<file path="src/rtl/rwp_pkg.sv">
package rwp_pkg;
  localparam logic [7:0] OPC_PLAIN   = 8'h01;
  localparam logic [7:0] OPC_INDEXED = 8'h09;
  localparam logic [3:0] BYTES_ALL   = 4'hF;

  typedef enum logic [2:0] {
    S_IDLE, S_CNT1, S_HDR, S_DATA, S_WAIT, S_INC, S_PAD
  } step_t;

  typedef enum logic [1:0] {
    K_PLAIN, K_NEW, K_MERGE
  } kind_t;
endpackage

</file>
<file path="src/rtl/rwp_chain.sv">
module rwp_chain #(
  parameter int OFF_W = 20
) (
  input  logic             clk,
  input  logic             rst,
  input  logic             clr,
  input  logic             open_cmd,
  input  logic             close_cmd,
  input  logic [OFF_W-1:0] new_offset,
  input  logic [OFF_W-1:0] probe_offset,
  output logic             hit
);
  logic             open_q;
  logic [OFF_W-1:0] off_q;

  always_ff @(posedge clk) begin
    if (rst || clr) begin
      open_q <= 1'b0;
      off_q  <= '0;
    end else if (open_cmd) begin
      open_q <= 1'b1;
      off_q  <= new_offset;
    end else if (close_cmd) begin
      open_q <= 1'b0;
    end
  end

  assign hit = open_q && (off_q == probe_offset);

  // a plain request leaves no chain open behind it
  a_r5_close_chain: assert property (@(posedge clk) disable iff (rst)
    (close_cmd && !open_cmd && !clr) |=> !hit);
endmodule

</file>
<file path="src/rtl/rwp_wport.sv">
module rwp_wport #(
  parameter int DEPTH  = 2048,
  parameter int DATA_W = 32,
  parameter int PW     = 13
) (
  input  logic                      clk,
  input  logic                      rst,
  input  logic                      wr_en,
  input  logic [PW-1:0]             wr_idx,
  input  logic [DATA_W-1:0]         wr_data,
  output logic                      mem_we,
  output logic [$clog2(DEPTH)-1:0]  mem_addr,
  output logic [DATA_W-1:0]         mem_wdata
);
  localparam int AW = $clog2(DEPTH);
  localparam logic [PW-1:0] LIMIT = PW'(DEPTH);

  logic in_range;
  assign in_range = wr_idx < LIMIT;

  always_ff @(posedge clk) begin
    if (rst) begin
      mem_we <= 1'b0;
    end else begin
      mem_we <= wr_en && in_range;
    end
    mem_addr  <= wr_idx[AW-1:0];
    mem_wdata <= wr_data;
  end

  // an index at or past the capacity never reaches the memory
  a_r9_no_wrap: assert property (@(posedge clk) disable iff (rst)
    (wr_en && !in_range) |=> !mem_we);
endmodule

</file>
<file path="src/rtl/rwp_seq.sv">
module rwp_seq
  import rwp_pkg::*;
#(
  parameter int DEPTH  = 2048,
  parameter int OFF_W  = 20,
  parameter int DATA_W = 32,
  parameter int PW     = 13
) (
  input  logic              clk,
  input  logic              rst,
  input  logic              clr,
  input  logic              req_valid,
  output logic              req_ready,
  input  logic              req_indexed,
  input  logic [OFF_W-1:0]  req_offset,
  input  logic [DATA_W-1:0] req_data,
  input  logic              chain_hit,
  output logic              open_cmd,
  output logic              close_cmd,
  output logic              wr_en,
  output logic [PW-1:0]     wr_idx,
  output logic [DATA_W-1:0] wr_data,
  output logic [PW-1:0]     start_idx,
  input  logic [DATA_W-1:0] rd_data,
  output logic [PW-1:0]     fill_level,
  output logic              overflow
);
  localparam logic [PW-1:0] LIMIT = PW'(DEPTH);

  step_t             st;
  kind_t             kind;
  logic [PW-1:0]     ptr;
  logic [PW-1:0]     ptr_p1;
  logic [PW-1:0]     ptr_even;
  logic [OFF_W-1:0]  off_q;
  logic [DATA_W-1:0] data_q;
  logic [DATA_W-1:0] header;
  logic              accept;
  logic              full;

  assign req_ready  = (st == S_IDLE);
  assign accept     = req_ready && req_valid;
  assign full       = ptr >= LIMIT;
  assign ptr_p1     = ptr + PW'(1);
  assign ptr_even   = {ptr_p1[PW-1:1], 1'b0};
  assign fill_level = ptr;
  assign open_cmd   = accept && !full && req_indexed && !chain_hit;
  assign close_cmd  = accept && !full && !req_indexed;

  always_ff @(posedge clk) begin
    if (rst || clr) begin
      st        <= S_IDLE;
      kind      <= K_PLAIN;
      ptr       <= '0;
      start_idx <= '0;
      overflow  <= 1'b0;
      off_q     <= '0;
      data_q    <= '0;
    end else begin
      case (st)
        S_IDLE: if (req_valid) begin
          if (full) begin
            overflow <= 1'b1;
          end else begin
            off_q  <= req_offset;
            data_q <= req_data;
            if (!req_indexed) begin
              kind      <= K_PLAIN;
              start_idx <= ptr;
              st        <= S_DATA;
            end else if (chain_hit) begin
              kind <= K_MERGE;
              st   <= S_DATA;
            end else begin
              kind      <= K_NEW;
              ptr       <= ptr_even;
              start_idx <= ptr_even;
              st        <= S_CNT1;
            end
          end
        end
        S_CNT1: begin
          ptr <= ptr_p1;
          st  <= S_HDR;
        end
        S_HDR: begin
          ptr <= ptr_p1;
          st  <= (kind == K_PLAIN) ? S_PAD : S_DATA;
        end
        S_DATA: begin
          ptr <= ptr_p1;
          case (kind)
            K_PLAIN: st <= S_HDR;
            K_NEW:   st <= S_PAD;
            default: st <= S_WAIT;
          endcase
        end
        S_WAIT:  st <= S_INC;
        S_INC:   st <= S_PAD;
        S_PAD:   st <= S_IDLE;
        default: st <= S_IDLE;
      endcase
    end
  end

  always_comb begin
    header = '0;
    if (kind == K_PLAIN) begin
      header[DATA_W-1 -: 8] = OPC_PLAIN;
      header[DATA_W-9 -: 4] = BYTES_ALL;
    end else begin
      header[DATA_W-1 -: 8] = OPC_INDEXED;
    end
    header[OFF_W-1:0] = off_q;
  end

  always_comb begin
    wr_en   = 1'b0;
    wr_idx  = ptr;
    wr_data = '0;
    case (st)
      S_CNT1: begin wr_en = 1'b1; wr_data = DATA_W'(1); end
      S_HDR:  begin wr_en = 1'b1; wr_data = header; end
      S_DATA: begin wr_en = 1'b1; wr_data = data_q; end
      S_INC:  begin wr_en = 1'b1; wr_idx = start_idx; wr_data = rd_data + DATA_W'(1); end
      S_PAD:  begin wr_en = ptr[0]; end
      default: ;
    endcase
  end

  // a new indexed command always begins on an even dword index
  a_r2_even_start: assert property (@(posedge clk) disable iff (rst)
    (st == S_CNT1) |-> !ptr[0]);

  // a request seen while full is dropped and flagged
  a_r9_drop: assert property (@(posedge clk) disable iff (rst)
    (accept && full && !clr) |=> (overflow && ptr == $past(ptr) && req_ready));

  // clear empties the list and drops the flag
  a_r10_clear: assert property (@(posedge clk) disable iff (rst)
    clr |=> (ptr == '0 && start_idx == '0 && !overflow && req_ready));

  // the fill level only grows between clears
  a_r8_monotonic: assert property (@(posedge clk) disable iff (rst)
    !$past(clr) |-> ptr >= $past(ptr));
endmodule

</file>
<file path="src/rtl/reg_write_packer.sv">
module reg_write_packer #(
  parameter int DEPTH  = 2048,
  parameter int OFF_W  = 20,
  parameter int DATA_W = 32
) (
  input  logic                       clk,
  input  logic                       rst,
  input  logic                       clr,
  input  logic                       req_valid,
  output logic                       req_ready,
  input  logic                       req_indexed,
  input  logic [OFF_W-1:0]           req_offset,
  input  logic [DATA_W-1:0]          req_data,
  output logic                       mem_we,
  output logic [$clog2(DEPTH)-1:0]   mem_addr,
  output logic [DATA_W-1:0]          mem_wdata,
  output logic [$clog2(DEPTH)-1:0]   mem_rd_addr,
  input  logic [DATA_W-1:0]          mem_rd_data,
  output logic [$clog2(DEPTH)+1:0]   fill_level,
  output logic                       overflow
);
  localparam int AW = $clog2(DEPTH);
  localparam int PW = AW + 2;

  logic              chain_hit;
  logic              open_cmd;
  logic              close_cmd;
  logic              wr_en;
  logic [PW-1:0]     wr_idx;
  logic [DATA_W-1:0] wr_data;
  logic [PW-1:0]     start_idx;

  rwp_seq #(.DEPTH(DEPTH), .OFF_W(OFF_W), .DATA_W(DATA_W), .PW(PW)) u_seq (
    .clk(clk), .rst(rst), .clr(clr),
    .req_valid(req_valid), .req_ready(req_ready), .req_indexed(req_indexed),
    .req_offset(req_offset), .req_data(req_data),
    .chain_hit(chain_hit), .open_cmd(open_cmd), .close_cmd(close_cmd),
    .wr_en(wr_en), .wr_idx(wr_idx), .wr_data(wr_data),
    .start_idx(start_idx), .rd_data(mem_rd_data),
    .fill_level(fill_level), .overflow(overflow)
  );

  rwp_chain #(.OFF_W(OFF_W)) u_chain (
    .clk(clk), .rst(rst), .clr(clr),
    .open_cmd(open_cmd), .close_cmd(close_cmd),
    .new_offset(req_offset), .probe_offset(req_offset), .hit(chain_hit)
  );

  rwp_wport #(.DEPTH(DEPTH), .DATA_W(DATA_W), .PW(PW)) u_wport (
    .clk(clk), .rst(rst),
    .wr_en(wr_en), .wr_idx(wr_idx), .wr_data(wr_data),
    .mem_we(mem_we), .mem_addr(mem_addr), .mem_wdata(mem_wdata)
  );

  assign mem_rd_addr = start_idx[AW-1:0];
endmodule

</file>
<file path="config.mk">
export PLATFORM = sky130hd
export DESIGN_NAME = reg_write_packer
export DESIGN_NICKNAME = d
export VERILOG_FILES = /design/src/rtl/rwp_pkg.sv /design/src/rtl/rwp_chain.sv /design/src/rtl/rwp_wport.sv /design/src/rtl/rwp_seq.sv /design/src/rtl/reg_write_packer.sv
export SDC_FILE = /design/constraint.sdc
export NUM_CORES = 1
export LEC_CHECK = 0
export ABC_AREA = 1
export BUFFER_PORTS_ARGS = -buffer_cell sky130_fd_sc_hd__buf_2
export CORE_AREA = 3 3 158 160
export CTS_BUF_LIST = sky130_fd_sc_hd__clkbuf_2
export DETAILED_ROUTE_END_ITERATION = 8
export DIE_AREA = 0 0 161 163
export PLACE_DENSITY = 0.5
export RECOVER_POWER = 50
export SYNTH_ARGS = -nofsm -noshare
export SYNTH_HDL_FRONTEND = slang
export SYNTH_SLANG_ARGS = --single-unit
</file>
<file path="constraint.sdc">
create_clock -name clk -period 2.55 [get_ports clk]
set_clock_uncertainty 0.15 [all_clocks]
set_input_delay 0.1275 -clock clk [delete_from_list [all_inputs] [get_ports clk]]
set_output_delay 0.1275 -clock clk [all_outputs]
set_load 0.02 [all_outputs]
</file>
==> Yosys cells after proc, flatten, opt, wreduce, memory -nomap -nowiden <==
Index checks and enable logic that the tools add are counted.
{ "totals": {"ff_bits": 149, "inputBits": 89, "output_inout_bits": 70, "wordCells": 74} }
{ "classes": {"reduce_logical": 22, "bitwise": 1, "n_lt_le_gt_ge": 2, "eq_ne": 13, "muxes": 22, "addsub": 2} }
{ "op_table": {"columns": ["operator", "count"], "rows": [
  ["$pmux W32 S4", 1],
  ["$mux W13", 6],
  ["$add A32 B1 Y32 const B", 1],
  ["$pmux W13 S2", 1],
  ["$eq A20 B20 Y1", 1],
  ["$pmux W3 S6", 1],
  ["$add A13 B1 Y13 const B", 1],
  ["$ge A13 B12 Y1 const B", 1],
  ["$lt A13 B12 Y1 const B", 1],
  ["$mux W3", 4],
  ["$ne A2 B2 Y1 const B", 5],
  ["$eq A3 B3 Y1 const B", 3],
  ["$mux W4", 2],
  ["$logic_and A1 B1 Y1", 7],
  ["$eq A3 B2 Y1 const B", 2],
  ["$mux W2", 3],
  ["$pmux W3 S2", 1],
  ["$reduce_and A3 Y1", 2],
  ["$reduce_and A5 Y1", 1],
  ["$reduce_and A4 Y1", 1],
  ["$reduce_bool A2 Y1", 2],
  ["$reduce_or A4 Y1", 1],
  ["$eq A3 B1 Y1 const B", 1],
  ["$logic_not A1 Y1", 3],
  ["9 further kinds", 10]
]} }

==> Logic depth before layout (Yosys ltp) <==
{ "logic_depth": {"depth_word": 7, "mapped_depth": 13, "mapped_depth_nobuf": 13} }

==> Cells and area by module <==
Synthesis repeated with hierarchy kept, for this count alone.
{ "hier_totals": {"hier_cells": 1078, "area_unflattened_um2": 7198.2} }
{ "modules_own_cells": {"columns": ["mod", "instances", "cells_per_inst", "area_each_um2", "seq_area_each_um2"], "rows": [
  ["rwp_seq", 1, 852, 5069.9, 1681.6],
  ["rwp_chain", 1, 176, 1224.9, 420.4],
  ["rwp_wport", 1, 50, 903.4, 880.8]
]} }

==> Worst setup path after synthesis <==
OpenSTA, ideal clock, no wires.
{ "synth_timing": {"path_kind": "reg-to-reg", "startpoint": "reg u_seq.ptr[0], in the netlist u_seq.fill_level[0]", "endpoint": "reg u_seq.ptr[12], in the netlist u_seq.fill_level[12]", "n_path_buf": 0, "period_less_slack_ps": 1822, "setup_time_ps": 64, "stages_incl_launch_ff": 9, "setup_slack_ps": 728, "t_required_ps": 2336, "arrival_time_ps": 1608, "cell_sequence": "dfxtp_1 > ha_1 > nand2_1 > nor2_2 > nand4_1 > nor4_1 > xor2_1 > nor2_1 > nor2_1"} }
{ "synth_between": {"elab_chain_cells": 6, "elab_cells_between_ends": 9, "cone_classes": "add/sub (1); order compare (1); eq/ne (1); mux (5); reduce/logical (1)"} }
{ "synth_lines": {"columns": ["item", "line", "text"], "rows": [
  ["from (decl)", "rwp_seq.sv:32", "logic [PW-1:0] ptr;"],
  ["from (signal assigned)", "rwp_seq.sv:76", "ptr <= ptr_even;"],
  ["from (signal assigned)", "rwp_seq.sv:83", "ptr <= ptr_p1;"],
  ["from (signal assigned)", "rwp_seq.sv:87", "ptr <= ptr_p1;"],
  ["$add A13 B1 Y13", "rwp_seq.sv:44", "assign ptr_p1 = ptr + PW'(1);"],
  ["$mux W13", "rwp_seq.sv:71", "end else if (chain_hit) begin"],
  ["$mux W13", "rwp_seq.sv:67", "if (!req_indexed) begin"],
  ["$mux W13", "rwp_seq.sv:62", "if (full) begin"],
  ["$mux W13", "rwp_seq.sv:61", "S_IDLE: if (req_valid) begin"],
  ["$pmux W13 S2", "rwp_seq.sv:60", "case (st)"]
]} }
Parallel ways exist; a longest one is shown, timed or not. The select of a mux whose other input is x is not followed.
A chain may end at the register's enable or synchronous reset.

==> Worst setup path after layout <==
{ "layout_timing": {"startpoint": "in mem_rd_data[12]", "endpoint": "reg u_wport.mem_wdata[30]"} }
{ "layout_between": {"elab_chain_cells": 2} }
{ "layout_lines": {"columns": ["item", "line", "text"], "rows": [
  ["from (decl)", "reg_write_packer.sv:18", "input logic [DATA_W-1:0] mem_rd_data,"],
  ["$add A32 B1 Y32", "rwp_seq.sv:125", "S_INC: begin wr_en = 1'b1; wr_idx = start_idx; wr_data = rd_data + DATA_W'(1); end"],
  ["$pmux W32 S4", "rwp_seq.sv:121", "case (st)"],
  ["via u_seq.wr_data[30]", "rwp_seq.sv:22", "output logic [DATA_W-1:0] wr_data,"],
  ["to (signal assigned)", "rwp_wport.sv:28", "mem_wdata <= wr_data;"],
  ["to (decl)", "rwp_wport.sv:13", "output logic [DATA_W-1:0] mem_wdata"]
]} }
The timed path passes the listed nets, and every way through them passes these cells.

==> qor.yml <==
crit_fanout: 5
track_usage_pct: 18.3
p_leak_nw: 4.42
status: "finished, violations left"
grt_pass1_vias: 7299
setup_slack_ps: -23.3
cts_tree: "built"
vias_per_cell: 4.52
io_buffers: 158
wl_mm: 24.1
synth.area.top_cells: "dfxtp_1 42%, nand2_1 11%, nor2_1 7.3%, o21ai_0 6.5%, inv_1 4.6%"
cap_violations: 0
critPathArrivalTime_ps: 3050
tightest_slew_ps: 535
io_pins: 159
netlist_area_um2: 7050
core_um2: 23500
die_y_um: 163
violations: "negative setup slack"
n_fill_cell: 2465
period_needed_ps: 2570
final.setup.tns_ps: -23.3
yosysWarnings: 0
cp_data_required_time_ps: 3030
place.gp.congestion: 0.859
ff_latch_area_um2: 2990
startpoint: "mem_rd_data[12]"
worstHoldStart: "req_offset[15]"
layout-drive-gt1-share_pct: 17.1
dp.cells: 1409
crit_type: "in2reg"
initial_core_util_pct: 30.0
drc: 0
power.density_nw_per_um2: 476
start_kind: "primary input"
synth-seq-area-share_pct: 42.3
rr_startpoint: "u_seq.st[0]"
ys_seq_elements: 149
grt_first_pass_wirelength_mm: 38.4
ys_types: 45
synthesis.nets: 1065
numCtsBuffers: 17
clockBufferDepth: 2
multi_input_area_um2: 3490
postLayoutCoreUtil_pct: 45.3
vdd_ir_drop_max_mv: 0.229
syn_inst: 973
layout.cells.non_filler: 1673
detail-route-antenna-nets: 0
max_slew_margin_pct: 64.3
nNetsFinal: 1432
dieArea_um2: 26200
drtIter0Drc: 472
synth_top_cell_by_area: "dfxtp_1"
wl_per_cell_um: 14.4
hold_viol_final: 0
antenna_found_initial: 1
placementRows: 56
report.final.slew_viol_count: 0
die_x_um: 161
post-route-period-util_pct: 101
htree_levels: 4
dp_hpwl_mm: 15.6
clkTransAtPathRegs_ps: 260
clk_latency_ps: 740
vias: 7566
drtPass1Iterations: 6
syn2layout_area_growth_pct: 51.2
setup_viol: 1
synth.top_cell.area_share_pct: 42.3
end_kind: "flip-flop"
holdCritPathClass: "in2reg"
whs_ps: 71.5
cts_root_buf: "clkbuf_2"
grt_max_degree: 84
synth.avg_cell_area_um2: 7.25
clock-sinks: 149
max_freq_mhz: 389
overflow: 0
layout make-up:
type                    count  share of cell area [%]
clock inverters            15                    1.60
repair buffers            400                    29.5
clock buffers              17                   0.798
diodes                      1                  0.0235
flip-flops and latches    149                    28.0
multi-input cells         671                    32.7
well taps                 319                    3.74
inverters                 101                    3.63
Yosys cell counts (all sizes together):
| cell | n |
|---|---|
| a22oi | 15 |
| a21oi | 48 |
| buf | 37 |
| nor4 | 2 |
| nand3b | 7 |
| or2 | 5 |
| clkbuf | 16 |
| a31o | 2 |
| and3 | 1 |
| inv | 101 |
| nand2 | 216 |
| a211oi | 16 |
| nor2 | 156 |
| xnor2 | 3 |
| nand4 | 10 |
| o21bai | 2 |
| nor3 | 14 |
| nand3 | 51 |
| o31ai | 3 |
| a221o | 1 |
| xor2 | 12 |
| o21ai | 94 |
| dfxtp | 149 |
| ha | 3 |
| o211ai | 5 |
| o221ai | 1 |
| a31oi | 3 |
logic make-up (layout without fill, tap and decap cells):
kind of cell	after synthesis	after routing	share of synthesized area, %
simple gates	462	463	29.1
flops	149	149	42.3
other cells	0	1	0
buf+inv	154	533	10.0
xor+xnor	15	15	1.86
compound gates	190	190	16.2
fa+ha+maj	3	3	0.532
what timing repair did:
item                       4_1_cts  5_1_grt
hold endpoints to repair       138        0
setup endpoints to repair        0       62
hold buffers                   218        0
setup buffers                    0       11
resized for setup                0       38
registers in the layout, indices dropped and copies added, names as in the netlist:
signal	flops
u_seq.off_q	20
u_wport.mem_wdata	32
u_chain.off_q	20
u_seq.data_q	32
u_seq.kind	2
u_seq.overflow	1
u_seq.fill_level	13
u_seq.st	3
u_seq.start_idx	13
u_chain.open_q	1
u_wport.mem_we	1
u_wport.mem_addr	11
layer usage:
layer,GRT usage (%),vias up,share of wire [%]
li1,-,3880,-
met3,4.22,29,5.5
met5,0,-,0
met1,24.8,3443,47
met4,5.08,0,1.8
met2,29.2,214,45
critical path: stages:
cell           delay (ps)
dlygate4sd3_1         540
buf_4                 130
nand2_1                60
nor2_2                180
nand3_1               120
nor2_2                190
nand3_4               110
nor2_4                150
inv_2                  60
nor2_1                 80
nand2_1                60
dlygate4sd3_1         560
nand3_1                90
dlygate4sd3_1         550
nand2_1                50
cells in the final DEF, fill, tap and decap left out, types with 15 or more instances in the layout:
master	Yosys	final
a21oi_1	48	46
a22oi_1	15	15
buf_2	13	88
buf_4	15	19
clkbuf_1	16	68
clkbuf_2	0	18
dfxtp_1	149	147
dlygate4sd3_1	0	216
inv_1	86	86
nand2_1	212	210
nand3_1	43	41
nor2_1	138	134
o21ai_0	91	91
metrics by stage:
| stage | instance area, um2 | power, W | setup slack (ps) |
|---|---|---|---|
| floorplan | 7050 | 0.00311 | 728 |
| global route | 10700 | 0.00536 | -38.3 |
| CTS | 10500 | 0.00506 | 26.4 |
| finish | 10700 | 0.00507 | -23.3 |
| detailed placement | 8040 | 0.00337 | 557 |
| global placement | 8040 | 0.00336 | 612 |
where the power goes:
part	switching (W)	internal [W]
logic	0.000610	0.000488
registers	0.0000703	0.00244
clock network	0.000978	0.000482
worst paths after layout:
check | to | slack [ps] | cells past startpoint
setup / recovery | u_wport.mem_wdata[30] | -20 | 15
hold / removal | u_chain.off_q[15] | 70 | 4
setup reg to reg | u_wport.mem_wdata[19] | 140 | 8
hold reg to reg | u_seq.start_idx[12] | 320 | 2
Note: power is estimated with default switching activity, not from simulation.
